--- config.mk ---
export PLATFORM = sky130hd
export DESIGN_NAME = vaddr_segment_check
export DESIGN_NICKNAME = d
export VERILOG_FILES = /design/src/rtl/vaddr_segment_check.sv
export SDC_FILE = /design/constraint.sdc
export NUM_CORES = 1
export LEC_CHECK = 0
export CORE_ASPECT_RATIO = 1.25
export CORE_UTILIZATION = 24
export CTS_BUF_LIST = sky130_fd_sc_hd__clkbuf_4 sky130_fd_sc_hd__clkbuf_8
export CTS_CLUSTER_DIAMETER = 120
export CTS_CLUSTER_SIZE = 12
export DETAILED_ROUTE_END_ITERATION = 12
export GPL_TIMING_DRIVEN = 0
export MAX_ROUTING_LAYER = met4
export PLACE_DENSITY = 0.59
export SYNTH_ARGS = -nofsm -noshare
export SYNTH_HDL_FRONTEND = slang
export SYNTH_SLANG_ARGS = --single-unit
--- constraint.sdc ---
create_clock -name clk -period 1.1 [get_ports clk]
set_input_delay 0.165 -clock clk [delete_from_list [all_inputs] [get_ports clk]]
set_output_delay 0.165 -clock clk [all_outputs]
set_load 0.005 [all_outputs]
--- src/rtl/vaddr_segment_check.sv ---
module vaddr_segment_check (
  input  logic        clk,
  input  logic        rst_n,
  input  logic        req_valid,
  input  logic [31:0] req_addr,
  input  logic        req_write,
  input  logic [1:0]  req_mode,
  input  logic        req_erl,
  input  logic [31:0] cur_context,
  input  logic [31:0] cur_entryhi,
  output logic        tlb_lookup,
  output logic [31:0] tlb_vaddr,
  output logic        tlb_write,
  input  logic [1:0]  tlb_status,
  input  logic [31:0] tlb_paddr,
  output logic        rsp_valid,
  output logic [31:0] rsp_paddr,
  output logic        rsp_fault,
  output logic [4:0]  rsp_exc,
  output logic        rsp_refill,
  output logic [31:0] bad_vaddr,
  output logic [31:0] context_next,
  output logic [31:0] entryhi_next
);

  localparam logic [4:0] EXC_NONE = 5'd0;
  localparam logic [4:0] EXC_MOD  = 5'd1;
  localparam logic [4:0] EXC_TLBL = 5'd2;
  localparam logic [4:0] EXC_TLBS = 5'd3;
  localparam logic [4:0] EXC_ADEL = 5'd4;
  localparam logic [4:0] EXC_ADES = 5'd5;

  localparam logic [1:0] TLB_HIT   = 2'd0;
  localparam logic [1:0] TLB_MISS  = 2'd1;
  localparam logic [1:0] TLB_INVAL = 2'd2;

  logic in_user_seg, in_direct_seg, in_super_seg, in_kernel_seg;
  logic mode_user, mode_super, mode_kernel;
  logic allowed, mapped;
  logic        nx_fault, nx_refill;
  logic [4:0]  nx_exc;
  logic [31:0] nx_paddr, direct_paddr;

  assign in_user_seg   = ~req_addr[31];
  assign in_direct_seg = req_addr[31:30] == 2'b10;
  assign in_super_seg  = req_addr[31:29] == 3'b110;
  assign in_kernel_seg = req_addr[31:29] == 3'b111;

  assign mode_user   = req_mode == 2'd2;
  assign mode_super  = req_mode == 2'd1;
  assign mode_kernel = ~mode_user & ~mode_super;

  assign allowed = in_user_seg
                 | (in_direct_seg & mode_kernel)
                 | (in_super_seg  & (mode_super | mode_kernel))
                 | (in_kernel_seg & mode_kernel);

  assign mapped = (in_user_seg & ~req_erl) | in_super_seg | in_kernel_seg;

  assign tlb_lookup = req_valid & allowed & mapped;
  assign tlb_vaddr  = req_addr;
  assign tlb_write  = req_write;

  assign direct_paddr = in_user_seg ? req_addr
                      : req_addr[29] ? req_addr - 32'hA000_0000
                      : req_addr - 32'h8000_0000;

  always_comb begin
    nx_fault  = 1'b0;
    nx_refill = 1'b0;
    nx_exc    = EXC_NONE;
    nx_paddr  = 32'd0;
    if (!allowed) begin
      nx_fault = 1'b1;
      nx_exc   = req_write ? EXC_ADES : EXC_ADEL;
    end else if (!mapped) begin
      nx_paddr = direct_paddr;
    end else begin
      unique case (tlb_status)
        TLB_HIT:   nx_paddr = tlb_paddr;
        TLB_MISS:  begin
          nx_fault  = 1'b1;
          nx_refill = 1'b1;
          nx_exc    = req_write ? EXC_TLBS : EXC_TLBL;
        end
        TLB_INVAL: begin
          nx_fault = 1'b1;
          nx_exc   = req_write ? EXC_TLBS : EXC_TLBL;
        end
        default:   begin
          nx_fault = 1'b1;
          nx_exc   = EXC_MOD;
        end
      endcase
    end
  end

  always_ff @(posedge clk or negedge rst_n) begin
    if (!rst_n) begin
      rsp_valid  <= 1'b0;
      rsp_fault  <= 1'b0;
      rsp_refill <= 1'b0;
      rsp_exc    <= EXC_NONE;
      rsp_paddr  <= 32'd0;
    end else begin
      rsp_valid  <= req_valid;
      rsp_fault  <= req_valid & nx_fault;
      rsp_refill <= req_valid & nx_refill;
      if (req_valid) begin
        rsp_exc   <= nx_exc;
        rsp_paddr <= nx_paddr;
      end
    end
  end

  always_ff @(posedge clk or negedge rst_n) begin
    if (!rst_n) begin
      bad_vaddr    <= 32'd0;
      context_next <= 32'd0;
      entryhi_next <= 32'd0;
    end else if (req_valid && nx_fault) begin
      bad_vaddr    <= req_addr;
      context_next <= {cur_context[31:23], req_addr[31:13], 4'b0000};
      entryhi_next <= {req_addr[31:13], 5'b00000, cur_entryhi[7:0]};
    end
  end

endmodule

==> results of run 1 <==
[worst min-delay path by stage]
stage                 startpoint                to  depth (start not counted)
floorplan                  rst_n      bad_vaddr[0]                          0
global route        req_addr[25]     bad_vaddr[25]                          2
global placement    rsp_paddr[1]      rsp_paddr[1]                          1
detailed placement         rst_n  context_next[23]                          1
finish              req_addr[13]     bad_vaddr[13]                          2
CTS                    req_valid         rsp_valid                          1
[Yosys cell counts (all sizes together)]
cell      n  area share
clkbuf   10      0.0084
buf      90        0.15
and3      1      0.0014
nand2     5      0.0042
a31oi     3      0.0042
a211oi    1      0.0017
a21o      1      0.0017
nand2b    1      0.0014
nor2b     1      0.0014
a21oi     4      0.0053
a211o     1      0.0020
o2bb2ai  15       0.029
and2     32       0.045
ha        3      0.0084
o211a     1      0.0022
nor2      2      0.0017
a21boi    1      0.0017
o22ai    19       0.027
dfrtp    87        0.49
conb      1     0.00084
nor3b     1      0.0017
mux2i    29       0.065
inv      27       0.023
nand3     3      0.0034
mux2     48        0.12
o21ai     2      0.0022
[registers in the layout (all words and copies together) (netlist names)]
| register | count |
|---|---|
| rsp_paddr | 32 |
| bad_vaddr | 31 |
| context_next | 10 |
| entryhi_next | 8 |
| rsp_exc | 3 |
| rsp_fault | 1 |
| rsp_refill | 1 |
| rsp_valid | 1 |
[cells in the final DEF, fill, tap and decap left out, drive strengths merged, types with 2 or more instances in the layout]
cell / Yosys / final
buf: 90 / 301
dfrtp: 87 / 87
clkdlybuf4s50: 0 / 57
mux2: 48 / 48
and2: 32 / 32
mux2i: 29 / 29
inv: 27 / 27
dlygate4sd2: 0 / 26
clkdlybuf4s15: 0 / 25
clkbuf: 10 / 20
o22ai: 19 / 19
o2bb2ai: 15 / 15
conb: 1 / 11
nand2: 5 / 5
a21oi: 4 / 4
nand3: 3 / 3
ha: 3 / 3
a31oi: 3 / 3
nor2: 2 / 2
bufinv: 0 / 2
dlygate4sd3: 0 / 2
o21ai: 2 / 2
[logic make-up (layout without fill, tap and decap cells)]
| group | Yosys count | count (layout) |
|---|---|---|
| DFF | 87 | 87 |
| and+or+nand+nor | 46 | 46 |
| AOI/OAI and AO/OA | 48 | 48 |
| buffers and inverters | 127 | 463 |
| muxes | 77 | 77 |
| adders and majority gates | 3 | 3 |
| other | 1 | 11 |
[worst max-delay path: stages]
cell	delay [ns]
buf_8	0.08
inv_8	0.03
ha_4	0.14
nor3b_4	0.21
buf_6	0.13
a211oi_4	0.04
a31oi_4	0.20
buf_6	0.15
buf_12	0.12
buf_12	0.12
mux2_4	0.29
[metal layers]
| metal | track usage | vias to the layer above | wire [um] |
|---|---|---|---|
| met5 | - | - | 0 |
| met4 | 0.0454 | 0 | 180 |
| met3 | 0.0299 | 13 | 862 |
| met2 | 0.280 | 146 | 8040 |
| met1 | 0.180 | 1952 | 5970 |
| li1 | - | 1907 | - |
[final cells by class]
class,count,area share
buffer,93,0.108
clock buffer,12,0.0195
clock inverter,4,0.00900
inverter,27,0.0128
multi-input combinational,185,0.218
sequential,87,0.257
tap,228,0.0336
timing repair buffer,327,0.342
[stage by stage]
step | area, sq um | total power (W) | setup TNS, ns
2_1_floorplan | 4630 | 0.00558 | -23.83
3_3_place_gp | 7390 | 0.00796 | -425.60
3_5_place_dp | 7420 | 0.00803 | -121.04
4_1_cts | 8110 | 0.0112 | -18.56
5_1_grt | 8480 | 0.0120 | -23.99
6_report | 8480 | 0.0113 | -19.12
[report_power, final]
part,leakage [nW],internal (W),switching (W)
Sequential,1.07,0.00370,0.000365
Combinational,3.11,0.00311,0.00149
Clock,0.119,0.00147,0.00121
[repair_timing]
item,CTS,global route
resized for setup,804,55
hold endpoints to repair,42,1
endpoints found under the setup margin,245,193
gates cloned,2,2
pin swaps,8,6
setup buffers,48,26
hold buffers,1,1
==> results.json, run 1 <==
{
  "final_core_utilization": 0.467,
  "drive_above_1_share": 0.580,
  "cts_max_level": 3,
  "rows": 55,
  "io_buffers": 248,
  "track_usage": 0.159,
  "drtIter0Drc": 55,
  "ys_seq_area_frac": 0.488,
  "start_util": 0.246,
  "crit_fanout": 5,
  "gp_congestion": 0.738,
  "synth-warning-count": 0,
  "ant_nets": 0,
  "synth_top_family_by_area": "multiplexers",
  "final_nets": 870,
  "syn_inst": 389,
  "r2r_start": "bad_vaddr[25]",
  "grt_max_degree": 46,
  "critical_path_class": "in -> reg",
  "numCtsBuffers": 9,
  "reg2reg_to": "bad_vaddr[25]",
  "core_sq_um": 18200,
  "fin_ws_ns": -0.327,
  "rrSetupSlack_ns": 0.07,
  "grt_pass1_vias": 4170,
  "clk_path_buf_depth": 2,
  "synthMuxAreaShare": 0.186,
  "rr_worst_depth": 3,
  "area.growth.synth_to_final_pct": 90.0,
  "crit_arrival_ns": 1.69,
  "crit_required_ns": 1.36,
  "nFillCells": 1716,
  "synthDistinctLibCells": 30,
  "cts-root-buf": "clkbuf_8",
  "fin_skew_ns": 0,
  "stdcell_count": 963,
  "synthAdderAreaFrac": 0.00841,
  "antennaDiodeCount": 0,
  "drv_slew": 0,
  "maxCapViolCount": 0,
  "synth-simple-area-share": 0.0600,
  "hold_violations": 0,
  "rsz0062_at_grt": "true",
  "endpoint_kind": "flip-flop",
  "grt.overflow.total": 0,
  "clk_pin_slew_ns": 0.09,
  "seq_area_sq_um": 2180,
  "cts_tree": "yes",
  "synth_xor_area_frac": 0,
  "whs_ns": 0.0722,
  "setup_viol": 121,
  "violations": "setup timing",
  "io_pins": 307,
  "die_area_sq_um": 19200,
  "critPathCapture": "context_next[24]",
  "die_h_um": 154,
  "multiInputGateArea_sq_um": 1850,
  "p_leak_nw": 4.30,
  "wire_per_inst_um": 15.6,
  "dp.final_hpwl_um": 10400,
  "slew-limit-headroom": 0.612,
  "antenna_found_initial": 0,
  "dp_cells": 876,
  "syn_area_per_cell_sq_um": 11.5,
  "synth_area_sq_um": 4460,
  "drtPass1Iterations": 4,
  "pre_cts_ws_ns": -1.53,
  "worstSkewPairLatency_ns": 0.36,
  "min_period_ns": 1.43,
  "wl_um": 15000,
  "ir_drop_mv": 0.488,
  "synth-compound-area-share": 0.0771,
  "drc_errors": 0,
  "viasPerCell": 4.17,
  "fmax_mhz": 701,
  "critPathLaunchType": "input port",
  "p_per_area_nw_per_um2": 1340,
  "grt_first_pass_wirelength_um": 22500,
  "die_w_um": 124,
  "hold_path_class": "in -> reg",
  "cts_sinks": 87,
  "outcome": "complete, but fails checks",
  "tightest_slew_ns": 0.582,
  "crit_start": "req_mode[0]",
  "final.period_utilization": 1.30,
  "vias": 4018,
  "synth_seq_cells": 87
}
Power figures use the tool's default switching activity.
==> run 2, diff against run 1 <==
CORE_ASPECT_RATIO = default   (was 1.25)
CORE_UTILIZATION = 33   (was 24)
GPL_TIMING_DRIVEN = default   (was 0)
PLACE_DENSITY = 0.77   (was 0.59)
==> run 2 against run 1 <==
Net effect: the run still ends with setup timing left; via count is 2.4% higher; sequential power hardly changed; utilization is 16 points higher; clock-buffer cell count stayed put; first-iteration DRC count is 96% higher; sequential share of layout area is 0.48 points higher; routed wire length is 5.8% higher; global-route usage is 7.5 points higher; die area is 27% lower; flip-flop and latch count stayed put; register-to-register slack worse by 0.11 ns.
==> results.json, run 2 (same netlist as run 1, synthesis figures left out) <==
{
  "die_h_um": 118,
  "rows": 42,
  "die_w_um": 118,
  "hold_path_class": "in -> reg",
  "drtIter0Drc": 108,
  "cts_tree": "yes",
  "nFillCells": 1063,
  "io_pins": 307,
  "stdcell_count": 882,
  "min_period_ns": 1.45,
  "drc_errors": 0,
  "ant_nets": 0,
  "io_buffers": 248,
  "cts-root-buf": "clkbuf_8",
  "area.growth.synth_to_final_pct": 86.4,
  "power_frac_seq": 0.369,
  "fin_ws_ns": -0.351,
  "drive_above_1_share": 0.551,
  "crit_required_ns": 0.94,
  "rr_worst_depth": 4,
  "grt_max_degree": 88,
  "clk_path_buf_depth": 2,
  "wire_per_inst_um": 18.0,
  "finalInstanceArea_sq_um": 8320,
  "cts_sinks": 87,
  "fmax_mhz": 689,
  "start_util": 0.337,
  "violations": "setup timing",
  "final_core_utilization": 0.628,
  "core_sq_um": 13200,
  "placed_area_sq_um": 7060,
  "top_regs": "rsp_paddr (32), bad_vaddr (31), context_next (10)",
  "fin_skew_ns": 0,
  "outcome": "complete, but fails checks",
  "critical_path_class": "in -> out",
  "ir_drop_mv": 0.831,
  "rsz0062_at_grt": "true",
  "comb_power_share": 0.421,
  "slowest_stage": "nor3b_4",
  "whs_ns": 0.190,
  "p_int_w": 0.00783,
  "largest_reg_flops": 32,
  "drv_slew": 0,
  "wl_um": 15900,
  "p_sw_w": 0.00310,
  "pre_cts_ws_ns": -1.11,
  "critPathLaunchType": "input port",
  "cts_max_level": 3,
  "track_usage": 0.234,
  "p_leak_nw": 4.23,
  "drtPass1Iterations": 4,
  "layout_commonest_cell": "buf_4",
  "max_stage_delay_ns": 0.26,
  "worstSkewPairLatency_ns": 0.37,
  "gp_congestion": 0.793,
  "crit_arrival_ns": 1.29,
  "switching_share": 0.284,
  "numCtsBuffers": 9,
  "maxCapViolCount": 0,
  "crit_fanout": 2,
  "endpoint_kind": "output port",
  "tightest_slew_ns": 0.501,
  "grt_pass1_vias": 4273,
  "path_cells": "buf_8 -> inv_8 -> ha_4 -> nor3b_4 -> buf_4 -> a211o_1 -> and3_4 -> buf_6",
  "grt_first_pass_wirelength_um": 24200,
  "clk_pin_slew_ns": 0.09,
  "grt.overflow.total": 0,
  "antenna_found_initial": 0,
  "final_cell_mix": "99 x buf_4, 96 x buf_2, 87 x dfrtp_1",
  "dp_cells": 776,
  "final_nets": 842,
  "final.period_utilization": 1.32,
  "slew-limit-headroom": 0.666,
  "top_register": "rsp_paddr",
  "p_per_area_nw_per_um2": 1310,
  "pwr-share-clk": 0.210,
  "holdPathStages": 3,
  "antennaDiodeCount": 0,
  "hold_violations": 0,
  "viasPerCell": 4.67,
  "vias": 4116,
  "dp.final_hpwl_um": 9340,
  "die_area_sq_um": 14000,
  "setup_viol": 114
}
==> run 2: worst max-delay path, delay by kind of cell <==
| family | cells | cell delay [ns] |
|---|---|---|
| AOI/OAI and AO/OA | 1 | 0.14 |
| and+or+nand+nor | 2 | 0.47 |
| adders and majority gates | 1 | 0.15 |
| buffers and inverters | 4 | 0.36 |
==> run 2: power groups by stage <==
stage / combinational (W) / clock, W / sequential, W
final: 0.00460 / 0.00230 / 0.00404
after global routing: 0.00489 / 0.00250 / 0.00410
after CTS: 0.00426 / 0.00237 / 0.00402
after detailed placement: 0.00351 / 0 / 0.00412
after global placement: 0.00344 / 0 / 0.00410
after floorplan: 0.00147 / 0 / 0.00411
==> run 2: metal layers <==
metal / vias up / global-route usage / part of all wire
li1: 1849 / - / -
met1: 2056 / 0.266 / 0.39
met2: 184 / 0.403 / 0.52
met3: 27 / 0.0594 / 0.062
met4: 0 / 0.0713 / 0.020
met5: - / - / 0
==> run 2: final timing paths <==
check / endpoint / slack, ns / startpoint
worst max-delay path: tlb_lookup / -0.35 / req_mode[0]
worst min-delay path: bad_vaddr[30] / 0.19 / req_addr[30]
worst max register to register: bad_vaddr[26] / -0.04 / bad_vaddr[26]
worst min register to register: rsp_exc[2] / 0.49 / rsp_exc[2]
max in group asynchronous: rsp_paddr[18] / 0.33 / rst_n
min in group asynchronous: bad_vaddr[27] / 0.36 / rst_n
==> run 2: final cells by class <==
| type | instances | area (sq um) | area share |
|---|---|---|---|
| timing repair buffer | 392 | 3490 | 0.420 |
| sequential | 87 | 2180 | 0.262 |
| multi-input combinational | 185 | 2120 | 0.255 |
| tap | 176 | 220 | 0.0265 |
| clock buffer | 12 | 153 | 0.0183 |
| inverter | 27 | 109 | 0.0131 |
| clock inverter | 3 | 43.8 | 0.00526 |
==> run 2: metrics by stage <==
stage / setup TNS (ns) / total power [W]
6_report: -24.97 / 0.0109
2_1_floorplan: -23.83 / 0.00558
5_1_grt: -29.40 / 0.0115
4_1_cts: -20.44 / 0.0106
3_5_place_dp: -93.41 / 0.00763
3_3_place_gp: -90.36 / 0.00753
==> run 2: timing repair <==
item,CTS,global route
buffers inserted,68,24
resized for setup,684,49
gates cloned,9,1
pin swaps,16,6
hold buffers,1,0
setup endpoints to repair,245,180
hold endpoints to repair,87,0
==> run 3, diff against run 2 <==
GPL_TIMING_DRIVEN = 0   (was default)
SLEW_MARGIN = 20   (was default)
==> run 3 against run 2 <==
Net effect: the run still ends with setup timing left; clock-buffer cell count shrank 2; via count grew 1.8%; sequential power is essentially flat; critical path depth grew 3; largest power group unchanged.
==> results.json, run 3 (same netlist as run 1, synthesis figures left out) <==
{
  "ant_nets": 0,
  "numCtsBuffers": 9,
  "power_frac_seq": 0.363,
  "final_nets": 884,
  "rrSetupSlack_ns": -0.13,
  "top_regs": "rsp_paddr (32), bad_vaddr (31), context_next (10)",
  "drive_above_1_share": 0.580,
  "pwr-share-clk": 0.184,
  "start_util": 0.337,
  "gp_congestion": 0.821,
  "p_int_w": 0.00801,
  "p_per_area_nw_per_um2": 1310,
  "dp.final_hpwl_um": 10100,
  "hold_path_class": "in -> reg",
  "rows": 42,
  "rsz0062_at_grt": "true",
  "vias": 4191,
  "core_sq_um": 13200,
  "whs_endpoint": "rsp_valid",
  "nFillCells": 1036,
  "critical_path_class": "in -> reg",
  "slowest_stage": "mux2_4",
  "whs_ns": 0.0695,
  "r2r_start": "bad_vaddr[27]",
  "dp_cells": 824,
  "area.growth.synth_to_final_pct": 91.6,
  "crit_fanout": 6,
  "crit_required_ns": 1.36,
  "setup_tns_ns": -20.20,
  "busiest_layer": "met2",
  "io_buffers": 248,
  "critPathLaunchType": "input port",
  "drv_slew": 0,
  "die_w_um": 118,
  "outcome": "complete, but fails checks",
  "met3_usage": 0.0594,
  "worstSkewPairLatency_ns": 0.37,
  "violations": "setup timing",
  "antennaDiodeCount": 0,
  "max_stage_delay_ns": 0.30,
  "rr_worst_depth": 5,
  "path_cells": "buf_8 -> inv_8 -> ha_4 -> nor3b_4 -> buf_6 -> a211oi_4 -> a31oi_4 -> buf_6 -> buf_12 -> buf_12 -> mux2_4",
  "met1_usage": 0.261,
  "holdPathStages": 1,
  "clk_pin_slew_ns": 0.09,
  "drtPass1Iterations": 4,
  "final_cell_mix": "114 x buf_6, 97 x buf_4, 85 x dfrtp_1",
  "stdcell_count": 924,
  "grt_pass1_vias": 4351,
  "viasPerCell": 4.54,
  "grt_first_pass_wirelength_um": 23800,
  "antenna_found_initial": 0,
  "p_sw_w": 0.00319,
  "gr-usage-met2": 0.382,
  "layout_commonest_cell": "buf_6",
  "cts_sinks": 87,
  "grt.overflow.total": 0,
  "io_pins": 307,
  "final_core_utilization": 0.646,
  "drc_errors": 0,
  "fmax_mhz": 693,
  "endpoint_kind": "flip-flop",
  "switching_share": 0.285,
  "drtIter0Drc": 157,
  "grt_max_degree": 45,
  "fin_skew_ns": 0,
  "crit_arrival_ns": 1.70,
  "final.period_utilization": 1.31,
  "reg2reg_to": "bad_vaddr[27]",
  "maxCapViolCount": 0,
  "largest_reg_flops": 32,
  "setup_viol": 103,
  "clk_path_buf_depth": 2,
  "comb_power_share": 0.453,
  "fin_ws_ns": -0.343,
  "hp-start": "req_valid",
  "min_period_ns": 1.44,
  "top_register": "rsp_paddr",
  "wl_um": 15600,
  "die_area_sq_um": 14000,
  "p_leak_nw": 4.41,
  "cts_tree": "yes",
  "ir_drop_mv": 0.771,
  "cts_max_level": 3,
  "hold_violations": 0,
  "die_h_um": 118,
  "cts-root-buf": "clkbuf_8",
  "track_usage": 0.227,
  "wire_per_inst_um": 16.9
}
-- run 3: cell count changes in the layout (fill, tap and decap cells not counted), sizes merged --
cell / before / now
inv: 27 / 26
clkbuf: 14 / 20
clkinv: 2 / 4
dlygate4sd2: 32 / 26
clkdlybuf4s15: 1 / 26
bufbuf: 1 / 0
clkinvlp: 0 / 2
buf: 273 / 313
bufinv: 1 / 0
clkdlybuf4s50: 81 / 57
-- run 3: power groups by stage --
stage | combinational [W] | clock [W] | sequential, W
2_1_floorplan | 0.00147 | 0 | 0.00411
3_3_place_gp | 0.00384 | 0 | 0.00408
3_5_place_dp | 0.00392 | 0 | 0.00411
4_1_cts | 0.00488 | 0.00212 | 0.00402
5_1_grt | 0.00538 | 0.00228 | 0.00412
6_report | 0.00507 | 0.00206 | 0.00406
-- run 3: routing by layer --
metal | share of wire | vias up
met2 | 0.50 | 187
met1 | 0.40 | 2053
met3 | 0.072 | 21
met4 | 0.020 | 0
li1 | - | 1930
met5 | 0 | -
-- run 3: layout make-up --
type / instances / area, sq um / share of cell area
Clock buffer: 10 / 138 / 0.0161
Clock inverter: 5 / 35.0 / 0.00410
Buffer: 84 / 826 / 0.0965
Timing Repair Buffer: 350 / 3210 / 0.375
Tap cell: 176 / 220 / 0.0257
Multi-Input combinational cell: 185 / 1830 / 0.214
Sequential cell: 87 / 2180 / 0.255
Inverter: 27 / 115 / 0.0135
-- run 3: worst max path at each step --
stage	from	to	slack [ns]
final	req_mode[0]	context_next[26]	-0.34
after global routing	req_mode[0]	context_next[26]	-0.38
after global placement	rst_n	bad_vaddr[10]	-3.37
after floorplan	req_mode[0]	bad_vaddr[24]	-0.50
after CTS	req_mode[0]	context_next[26]	-0.36
after detailed placement	req_mode[0]	bad_vaddr[28]	-1.49
-- run 3: worst max-delay path: cells and delay by family --
kind	cells	cell delay [ns]
buffers and inverters	6	0.65
AO/OA/AOI/OAI	2	0.23
adder cells (fa/ha/maj)	1	0.14
AND/OR/NAND/NOR	1	0.21
multiplexers	1	0.30
-- run 3: stage by stage --
step | power (W) | instance area (sq um) | setup slack, ns
finish | 0.0112 | 8550 | -0.343
detailed placement | 0.00803 | 7350 | -1.49
floorplan | 0.00558 | 4630 | -0.500
global placement | 0.00792 | 7330 | -3.37
CTS | 0.0110 | 8300 | -0.362
global route | 0.0118 | 8550 | -0.376
-- run 3: what timing repair did --
action,CTS,global route
hold buffers,1,0
resized for setup,811,84
pin swaps,6,5
cloned,4,3
buffers inserted,81,25
endpoints found under the hold margin,43,0
endpoints found under the setup margin,245,186
